File: src/rtl/ivl_timer_pkg.sv
package ivl_timer_pkg;
    localparam int CNT_W   = 16;
    localparam int BYTE_W  = 8;
    localparam int NBYTES  = CNT_W / BYTE_W;
    localparam int SEL_W   = 2;
    localparam int PRE_W   = (1 << SEL_W) - 1;
    localparam int A_CTRL  = 0;
    localparam int A_STAT  = 1;
    localparam int A_DATA0 = 2;
    localparam int ADDR_W  = $clog2(A_DATA0 + NBYTES);
    localparam int ST_TO   = 0;
    localparam int ST_CAP  = 1;

    typedef enum logic [SEL_W-1:0] {DIV1, DIV2, DIV4, DIV8} div_e;

    typedef struct packed {
        logic out_sel;
        logic to_mask;
        logic cap_mask;
        div_e div;
        logic demod;
        logic one_shot;
        logic run;
    } ctrl_t;

    function automatic logic [PRE_W-1:0] div_mask(div_e d);
        return PRE_W'((1 << d) - 1);
    endfunction
endpackage

File: src/rtl/ivl_prescale.sv
module ivl_prescale
    import ivl_timer_pkg::*;
(
    input  logic clk,
    input  logic rst,
    input  logic run,
    input  div_e div,
    output logic tick
);
    logic [PRE_W-1:0] cnt;
    logic [PRE_W-1:0] msk;

    always_comb begin
        msk  = div_mask(div);
        tick = run && ((cnt & msk) == msk);
    end

    always_ff @(posedge clk) begin
        if (rst || !run) cnt <= '0;
        else             cnt <= cnt + 1'b1;
    end

    a_r2_tick_spacing: assert property (@(posedge clk) disable iff (rst)
        (div != DIV1 && $past(tick) && $stable(div)) |-> !tick);
endmodule

File: src/rtl/ivl_edge_sync.sv
module ivl_edge_sync (
    input  logic clk,
    input  logic rst,
    input  logic din,
    output logic edge_seen
);
    logic [2:0] sh;

    always_ff @(posedge clk) begin
        if (rst) sh <= '0;
        else     sh <= {sh[1:0], din};
    end

    assign edge_seen = sh[2] ^ sh[1];
endmodule

File: src/rtl/ivl_count_core.sv
module ivl_count_core
    import ivl_timer_pkg::*;
(
    input  logic             clk,
    input  logic             rst,
    input  logic             run,
    input  logic             start,
    input  logic             one_shot,
    input  logic             demod,
    input  logic             tick,
    input  logic             edge_seen,
    input  logic [CNT_W-1:0] reload,
    output logic [CNT_W-1:0] cap_val,
    output logic             cap_evt,
    output logic             tc,
    output logic             tmr_out
);
    logic [CNT_W-1:0] count;
    logic             stopped;
    logic             armed;

    always_comb begin
        cap_evt = run && demod && edge_seen && (!one_shot || armed);
        tc      = run && tick && !stopped && (count == '0) && !cap_evt;
    end

    always_ff @(posedge clk) begin
        if (rst) begin
            count   <= '0;
            stopped <= 1'b0;
            armed   <= 1'b0;
            tmr_out <= 1'b0;
            cap_val <= '0;
        end else if (start) begin
            count   <= reload;
            stopped <= 1'b0;
            armed   <= 1'b1;
        end else if (cap_evt) begin
            cap_val <= count;
            count   <= reload;
            if (one_shot) armed <= 1'b0;
        end else if (tc) begin
            if (!demod && one_shot) stopped <= 1'b1;
            else                    count   <= reload;
            if (!demod) tmr_out <= ~tmr_out;
        end else if (run && tick && !stopped) begin
            count <= count - 1'b1;
        end
    end

    a_r3_reload_at_tc: assert property (@(posedge clk) disable iff (rst)
        (tc && !demod && !one_shot) |=> count == $past(reload));
    a_r4_halted_holds: assert property (@(posedge clk) disable iff (rst)
        (stopped && !start && !demod) |=> ($stable(count) && $stable(tmr_out)));
    a_r5_idle_holds: assert property (@(posedge clk) disable iff (rst)
        (!run && !start) |=> $stable(count));
    a_r10_capture_whole: assert property (@(posedge clk) disable iff (rst)
        cap_evt |=> cap_val == $past(count));
    a_r9_disarmed_holds: assert property (@(posedge clk) disable iff (rst)
        (demod && one_shot && !armed && !start) |=> $stable(cap_val));
endmodule

File: src/rtl/ivl_timer.sv
module ivl_timer
    import ivl_timer_pkg::*;
(
    input  logic              clk,
    input  logic              rst,
    input  logic              wr_en,
    input  logic [ADDR_W-1:0] addr,
    input  logic [BYTE_W-1:0] wdata,
    output logic [BYTE_W-1:0] rdata,
    input  logic              port_bit,
    input  logic              demod_in,
    output logic              pin_out,
    output logic              irq_cap,
    output logic              irq_to
);
    ctrl_t            ctrl;
    logic [CNT_W-1:0] reload;
    logic [CNT_W-1:0] cap_val;
    logic             to_flag, cap_flag;
    logic             tick, edge_seen, cap_evt, tc, tmr_out;
    logic             wr_ctrl, wr_stat, start;

    always_comb begin
        wr_ctrl = wr_en && (addr == ADDR_W'(A_CTRL));
        wr_stat = wr_en && (addr == ADDR_W'(A_STAT));
        start   = wr_ctrl && wdata[0] && !ctrl.run;
    end

    always_ff @(posedge clk) begin
        if (rst) begin
            ctrl     <= '0;
            to_flag  <= 1'b0;
            cap_flag <= 1'b0;
        end else begin
            if (wr_ctrl) ctrl <= ctrl_t'(wdata);
            to_flag  <= tc      | (to_flag  & ~(wr_stat & wdata[ST_TO]));
            cap_flag <= cap_evt | (cap_flag & ~(wr_stat & wdata[ST_CAP]));
        end
    end

    for (genvar b = 0; b < NBYTES; b++) begin : g_reload
        always_ff @(posedge clk) begin
            if (rst) reload[b*BYTE_W +: BYTE_W] <= '0;
            else if (wr_en && addr == ADDR_W'(A_DATA0 + b))
                reload[b*BYTE_W +: BYTE_W] <= wdata;
        end
    end

    always_comb begin
        rdata = '0;
        if (addr == ADDR_W'(A_CTRL)) rdata = ctrl;
        if (addr == ADDR_W'(A_STAT)) begin
            rdata[ST_TO]  = to_flag;
            rdata[ST_CAP] = cap_flag;
        end
        for (int b = 0; b < NBYTES; b++)
            if (addr == ADDR_W'(A_DATA0 + b)) rdata = cap_val[b*BYTE_W +: BYTE_W];
    end

    assign pin_out = ctrl.out_sel ? tmr_out : port_bit;
    assign irq_to  = to_flag & ctrl.to_mask;
    assign irq_cap = cap_flag & ctrl.cap_mask;

    ivl_prescale u_pre (
        .clk(clk), .rst(rst), .run(ctrl.run), .div(ctrl.div), .tick(tick)
    );

    ivl_edge_sync u_sync (
        .clk(clk), .rst(rst), .din(demod_in), .edge_seen(edge_seen)
    );

    ivl_count_core u_core (
        .clk(clk), .rst(rst), .run(ctrl.run), .start(start),
        .one_shot(ctrl.one_shot), .demod(ctrl.demod), .tick(tick),
        .edge_seen(edge_seen), .reload(reload), .cap_val(cap_val),
        .cap_evt(cap_evt), .tc(tc), .tmr_out(tmr_out)
    );

    a_r6_timeout_sticky: assert property (@(posedge clk) disable iff (rst)
        (to_flag && !(wr_stat && wdata[ST_TO])) |=> to_flag);
    a_r10_capture_sticky: assert property (@(posedge clk) disable iff (rst)
        (cap_flag && !(wr_stat && wdata[ST_CAP])) |=> cap_flag);
endmodule

File: config.mk
export PLATFORM = sky130hd
export DESIGN_NAME = ivl_timer
export DESIGN_NICKNAME = d
export VERILOG_FILES = /design/src/rtl/ivl_timer_pkg.sv /design/src/rtl/ivl_prescale.sv /design/src/rtl/ivl_edge_sync.sv /design/src/rtl/ivl_count_core.sv /design/src/rtl/ivl_timer.sv
export SDC_FILE = /design/constraint.sdc
export NUM_CORES = 1
export LEC_CHECK = 0
export ABC_AREA = 1
export ABC_CLOCK_PERIOD_IN_PS = 2020
export BUFFER_PORTS_ARGS = -buffer_cell sky130_fd_sc_hd__buf_4
export CORE_UTILIZATION = 25
export DETAILED_ROUTE_END_ITERATION = 12
export GPL_ROUTABILITY_DRIVEN = 0
export PLACE_DENSITY_LB_ADDON = 0.25
export SLEW_MARGIN = 20
export SYNTH_ARGS = -nofsm -noshare
export SYNTH_HDL_FRONTEND = slang
export SYNTH_SLANG_ARGS = --single-unit
File: constraint.sdc
create_clock -name clk -period 2.02 [get_ports clk]
set_input_delay 0 -clock clk [delete_from_list [all_inputs] [get_ports clk]]
set_output_delay 0 -clock clk [all_outputs]
set_load 0.02 [all_outputs]
== Yosys cells after proc, flatten, opt, wreduce, memory -nomap -nowiden ==
Cells that the tools add are included.
Word-level totals
  logic and storage cells: 89
  bits in read-only memories: 0
  register bits after elaboration: 67
  memory bits (writable): 0
  memories kept: 0
  bits in latches: 0
Operators by class
  $mul: 0
  multiplexer cells: 13
  bitwise operators: 16
  magnitude comparators: 0
  reductions and logical operators: 33
  div/mod/pow operators: 0
  $add $sub $neg: 3
  shift-type cells: 1
  equality and inequality tests: 5
Operators with widths (count)
  two-way mux 16 bit: 5
  two-way mux 8 bit: 3
  zero test 16 bit: 1
  subtractor 16 x 1 -> 16 bit, second input constant: 1
  logical AND 1 bit: 15
  AND 1 bit: 6
  inverter 1 bit: 6
  AND reduction 2 bit: 3
  zero test 1 bit: 5
  equality test 2 bit, second input constant: 2
  two-way mux 1 bit: 4
  != test 4 bit, second input constant: 1
  AND reduction 4 bit: 1
  nonzero test 2 bit: 2
  nonzero test 4 bit: 1
  adder 3 x 1 -> 3 bit, second input constant: 1
  AND 3 bit: 1
  equality test 3 bit: 1
  AND reduction 3 bit: 1
  << shifter 1 x 2 -> 3 bit, first input constant: 1
  subtractor 3 x 2 -> 3 bit, second input constant: 1
  equality test 2 x 1 -> 1 bit, second input constant: 1
  zero test 2 bit: 1
  logical OR 1 bit: 2
  4 further kinds: 5

== Depth between registers and ports, before layout ==
  word-level depth: 12
  mapped depth: 13
  mapped depth without buffers: 13

== By module ==
From an unflattened synthesis, not the netlist that was laid out.
Unflattened totals
  cell total of the unflattened synthesis: 510
  area, all modules: 3520.9 um^2
By module, submodules not included
  ivl_count_core: area each 2120.8 um^2, instances 1, cells an instance 312, seq. area each 700.7 um^2
  ivl_timer: area each 1152.4 um^2, instances 1, cells an instance 163, seq. area each 520.5 um^2
  ivl_prescale: area each 150.1 um^2, instances 1, cells an instance 22, seq. area each 60.1 um^2
  ivl_edge_sync: area each 97.6 um^2, instances 1, cells an instance 13, seq. area each 60.1 um^2

== Worst setup path after synthesis ==
OpenSTA, ideal clock, no wires.
  kind: reg2reg
  start: register u_core.count[0]
  end: register u_core.count[2]
  arrival time: 1473 ps
  path slack: 433 ps
  buffers on the path: 1
  period minus slack after synthesis: 1587 ps
  setup time: 114 ps
  data required time: 1906 ps
  stages on the path, launching flop included: 13
  cells stage by stage: dfxtp_1 -> inv_1 -> ha_1 -> nand2_2 -> nor2_1 -> nand2_1 -> nor2_1 -> nand3_2 -> nand2_4 -> inv_4 -> buf_6 -> nor2_1 -> nor2_2
On the way
  longest elaborated chain between the ends: 6
  elaborated cells between the ends (all ways): 11
  those cells by class: add/sub: 1; eq/ne: 1; mux: 4; reduce/logical: 5
Ends and longest elaborated chain
  from (decl): RTL line ivl_count_core.sv:18  | logic [CNT_W-1:0] count;
  from (signal assigned): RTL line ivl_count_core.sv:35  | count <= reload;
  from (signal assigned): RTL line ivl_count_core.sv:40  | count <= reload;
  from (signal assigned): RTL line ivl_count_core.sv:44  | else count <= reload;
  branches (longest 6 deep; another with subtractor 16 x 1 -> 16 bit)
Several ways; the timed one is not identified. The select of a mux whose other input is x is not followed.
A chain may end at the register's enable or synchronous reset.

== Worst setup path in the final report ==
  start: register u_core.count[0]
  end: register u_core.count[6]
The elaborated chain is that of the path after synthesis.

==> flow_summary.json <==
{
  "crit_path_start": "u_core.count[0]",
  "htreeDepth": 3,
  "crit_top_cell": "nand2_2",
  "worst-path-max-fanout": 11,
  "drc": 0,
  "synth.avg_cell_area_um2": 7.069,
  "setup_viol": 0,
  "crit_type": "reg -> reg",
  "synthArstFlopShare_pct": 0,
  "yosys_most_used_dff": "dfxtp_1",
  "grt_start_max_net_pins": 47,
  "areaGrowthSynthToFinish_pct": 23.60,
  "dpl-instance-area_um2": 3769,
  "power_uw": 3611,
  "clk_pin_slew_worst_paths_ns": 0.05,
  "final_core_util_pct": 31.60,
  "tightest_slew_ns": 0.6860,
  "p_switching_uw": 980.7,
  "hold_ws_ns": 0.04315,
  "final.setup_skew_ns": 0.003352,
  "layout-drive-gt1-share_pct": 17.12,
  "p_seq_share_pct": 39.0,
  "fillers": 1427,
  "die_h_um": 118.1,
  "synth_most_common_cell": "nand2_1",
  "power_density_nw_per_um2": 866.3,
  "crit_chain": "inv_1 > ha_2 > nand2_2 > nor2_4 > nand2_2 > nor2_4 > nand2_2 > buf_4 > nand3_1 > nand2_1 > nor2_1 > nor2_1",
  "crit_slowest_cell": "dfxtp_1",
  "clockBufferDepth": 2,
  "stdcell_area_um2": 4168,
  "p_int_uw": 2630,
  "syn_area_um2": 3372,
  "finalMaxSlewViolations": 0,
  "synth_compound_area_share_pct": 18.37,
  "fmax_mhz": 548.7,
  "synth_seq_cells": 67,
  "power.share.combinational_pct": 17.5,
  "dp_hpwl_um": 7159,
  "tns_ns": 0,
  "synth_common_cells": "nand2_1, dfxtp_1, inv_1, nor2_1, a21oi_1",
  "period_needed_ns": 1.823,
  "synth_top_cell_by_area": "dfxtp_1",
  "die_x_um": 118.1,
  "via_count": 3127,
  "cp_data_required_time_ns": 2.24,
  "hp-class": "in -> reg",
  "synth_top_area_share_pct": 39.78,
  "start_kind": "flop",
  "grt_usage_pct": 14.94,
  "grt_pass1_vias": 3094,
  "clock_power_share_pct": 43.5,
  "synth.area.mux_share_pct": 0,
  "pin_count": 26,
  "synth_top_family_by_area": "simple AND/OR/NAND/NOR gates",
  "start_util_pct": 25.56,
  "synth-xor-area-share_pct": 2.597,
  "vias_per_cell": 4.493,
  "ys_seq_area_share_pct": 39.78,
  "cts_tree": "built",
  "timing.rr.start": "u_core.count[0]",
  "cts_root_buf": "clkbuf_16",
  "num_rows": 42,
  "synth-adder-area-share_pct": 0.7421,
  "slew_headroom_pct": 54.20,
  "critPathMaxStageDelay_ns": 0.33,
  "drt_iter0_markers": 200,
  "synth-edff-count": 0,
  "wl_per_cell_um": 14.09,
  "overflow": 0,
  "hold_viol_final": 0,
  "grt_pass1_wl_um": 16030,
  "post_cts_buffers": 0,
  "clock_sinks": 67,
  "min_from": "rst",
  "nets": 533,
  "yosys.area_share.simple_pct": 27.76,
  "yosys-top-cells-area": "dfxtp_1, nand2_1, a21oi_1, o21ai_0, inv_1",
  "netSwitchingFraction_pct": 27.16,
  "synth_cell_types": 34,
  "design.core.area_um2": 13190,
  "maxCapViolations": 0,
  "end_kind": "flop",
  "detail-route-antenna-nets": 0,
  "crit_arrival_ns": 2.04,
  "diodes": 0,
  "post-route-period-util_pct": 90.23,
  "drt_wl_total_um": 9805,
  "antenna_found_initial": 0,
  "port_buffers": 25,
  "leakagePower_uw": 0.001683,
  "die-area_um2": 13960,
  "numCtsBuffers": 9,
  "ys_warn_count": 0,
  "rsz0062_at_grt": "no",
  "status": "complete, no violations",
  "clock_latency_ns": 0.33,
  "syn_nets": 494,
  "vdd_drop_max_uv": 383.9,
  "synth_cells": 477,
  "drt_pass1_iterations": 4
}
-- worst max-delay path: cells and delay by family, from the launching register on --
kind	cells	cell delay, ns
flip-flops	1	0.33
buffers and inverters	2	0.30
adder cells (fa/ha/maj)	1	0.21
AND/OR/NAND/NOR	9	0.84
-- layout make-up --
type | instances | area [µm²] | area share, %
Clock inverter | 2 | 35.03 | 0.8406
Clock buffer | 13 | 260.3 | 6.244
Inverter | 63 | 239.0 | 5.734
Multi-Input combinational cell | 326 | 1682 | 40.35
Tap cell | 176 | 220.2 | 5.284
Timing Repair Buffer | 49 | 390.4 | 9.367
Sequential cell | 67 | 1341 | 32.18
-- power by group through the flow --
stage	registers [µW]	clock network, µW	logic (µW)
after floorplan	1430	0	447
after global placement	1430	0	612
after detailed placement	1430	0	612
after CTS	1410	1610	632
after global routing	1410	1680	709
final	1410	1570	633
-- layer usage --
layer | vias to the layer above | GRT usage [%] | routed length [µm]
li1 | 1604 | - | -
met1 | 1447 | 19.00 | 4650
met2 | 71 | 24.78 | 4662
met3 | 5 | 3.475 | 417
met4 | 0 | 4.968 | 74
met5 | - | 0 | 0
-- kinds of logic after synthesis --
family	Yosys count
xor gates and xnor gates	10
adders and majority gates	2
DFF	67
and+or+nand+nor	202
buffers and inverters	84
AOI/OAI and AO/OA	112
-- flip-flops by register name (all words and copies together), names as in the netlist --
signal and flops:
reload 16, to_flag 1, u_core.tmr_out 1, u_core.count 16, u_pre.cnt 3, u_core.cap_val 16
u_core.stopped 1, u_sync.sh 3, ctrl 8, cap_flag 1, u_core.armed 1
-- metrics by stage --
stage | setup slack, ns | instances
final | 0.1974 | 696
after detailed placement | 0.1913 | 672
after global routing | 0.007997 | 696
after CTS | 0.1691 | 696
after floorplan | 0.4333 | 477
after global placement | 0.2161 | 672
-- path summary, 6_finish.rpt --
kind,endpoint,slack (ns),cells after the start
setup / recovery,u_core.count[6],0.20,12
hold / removal,u_sync.sh[0],0.04,2
setup reg to reg,u_core.count[6],0.20,12
hold reg to reg,u_sync.sh[1],0.42,2
-- what timing repair did --
action,CTS,global route
hold endpoints to repair,20,0
setup endpoints to repair,0,2
gates resized for setup,0,3
hold buffers,9,0
-- cell usage in the layout (no fill, tap or decap), drive strengths merged, types with 2 or more instances in the layout --
cell type | netlist | final
buf | 9 | 40
a21oi | 51 | 51
ha | 2 | 2
nor2 | 64 | 64
dfxtp | 67 | 67
inv | 63 | 63
o21ai | 49 | 49
clkbuf | 12 | 13
xnor2 | 7 | 7
nand3b | 2 | 2
nand2 | 101 | 101
nand4 | 2 | 2
xor2 | 3 | 3
o211ai | 8 | 8
dlygate4sd3 | 0 | 9
nand3 | 32 | 32
o2111ai | 2 | 2
Power figures use the tool's default switching activity.
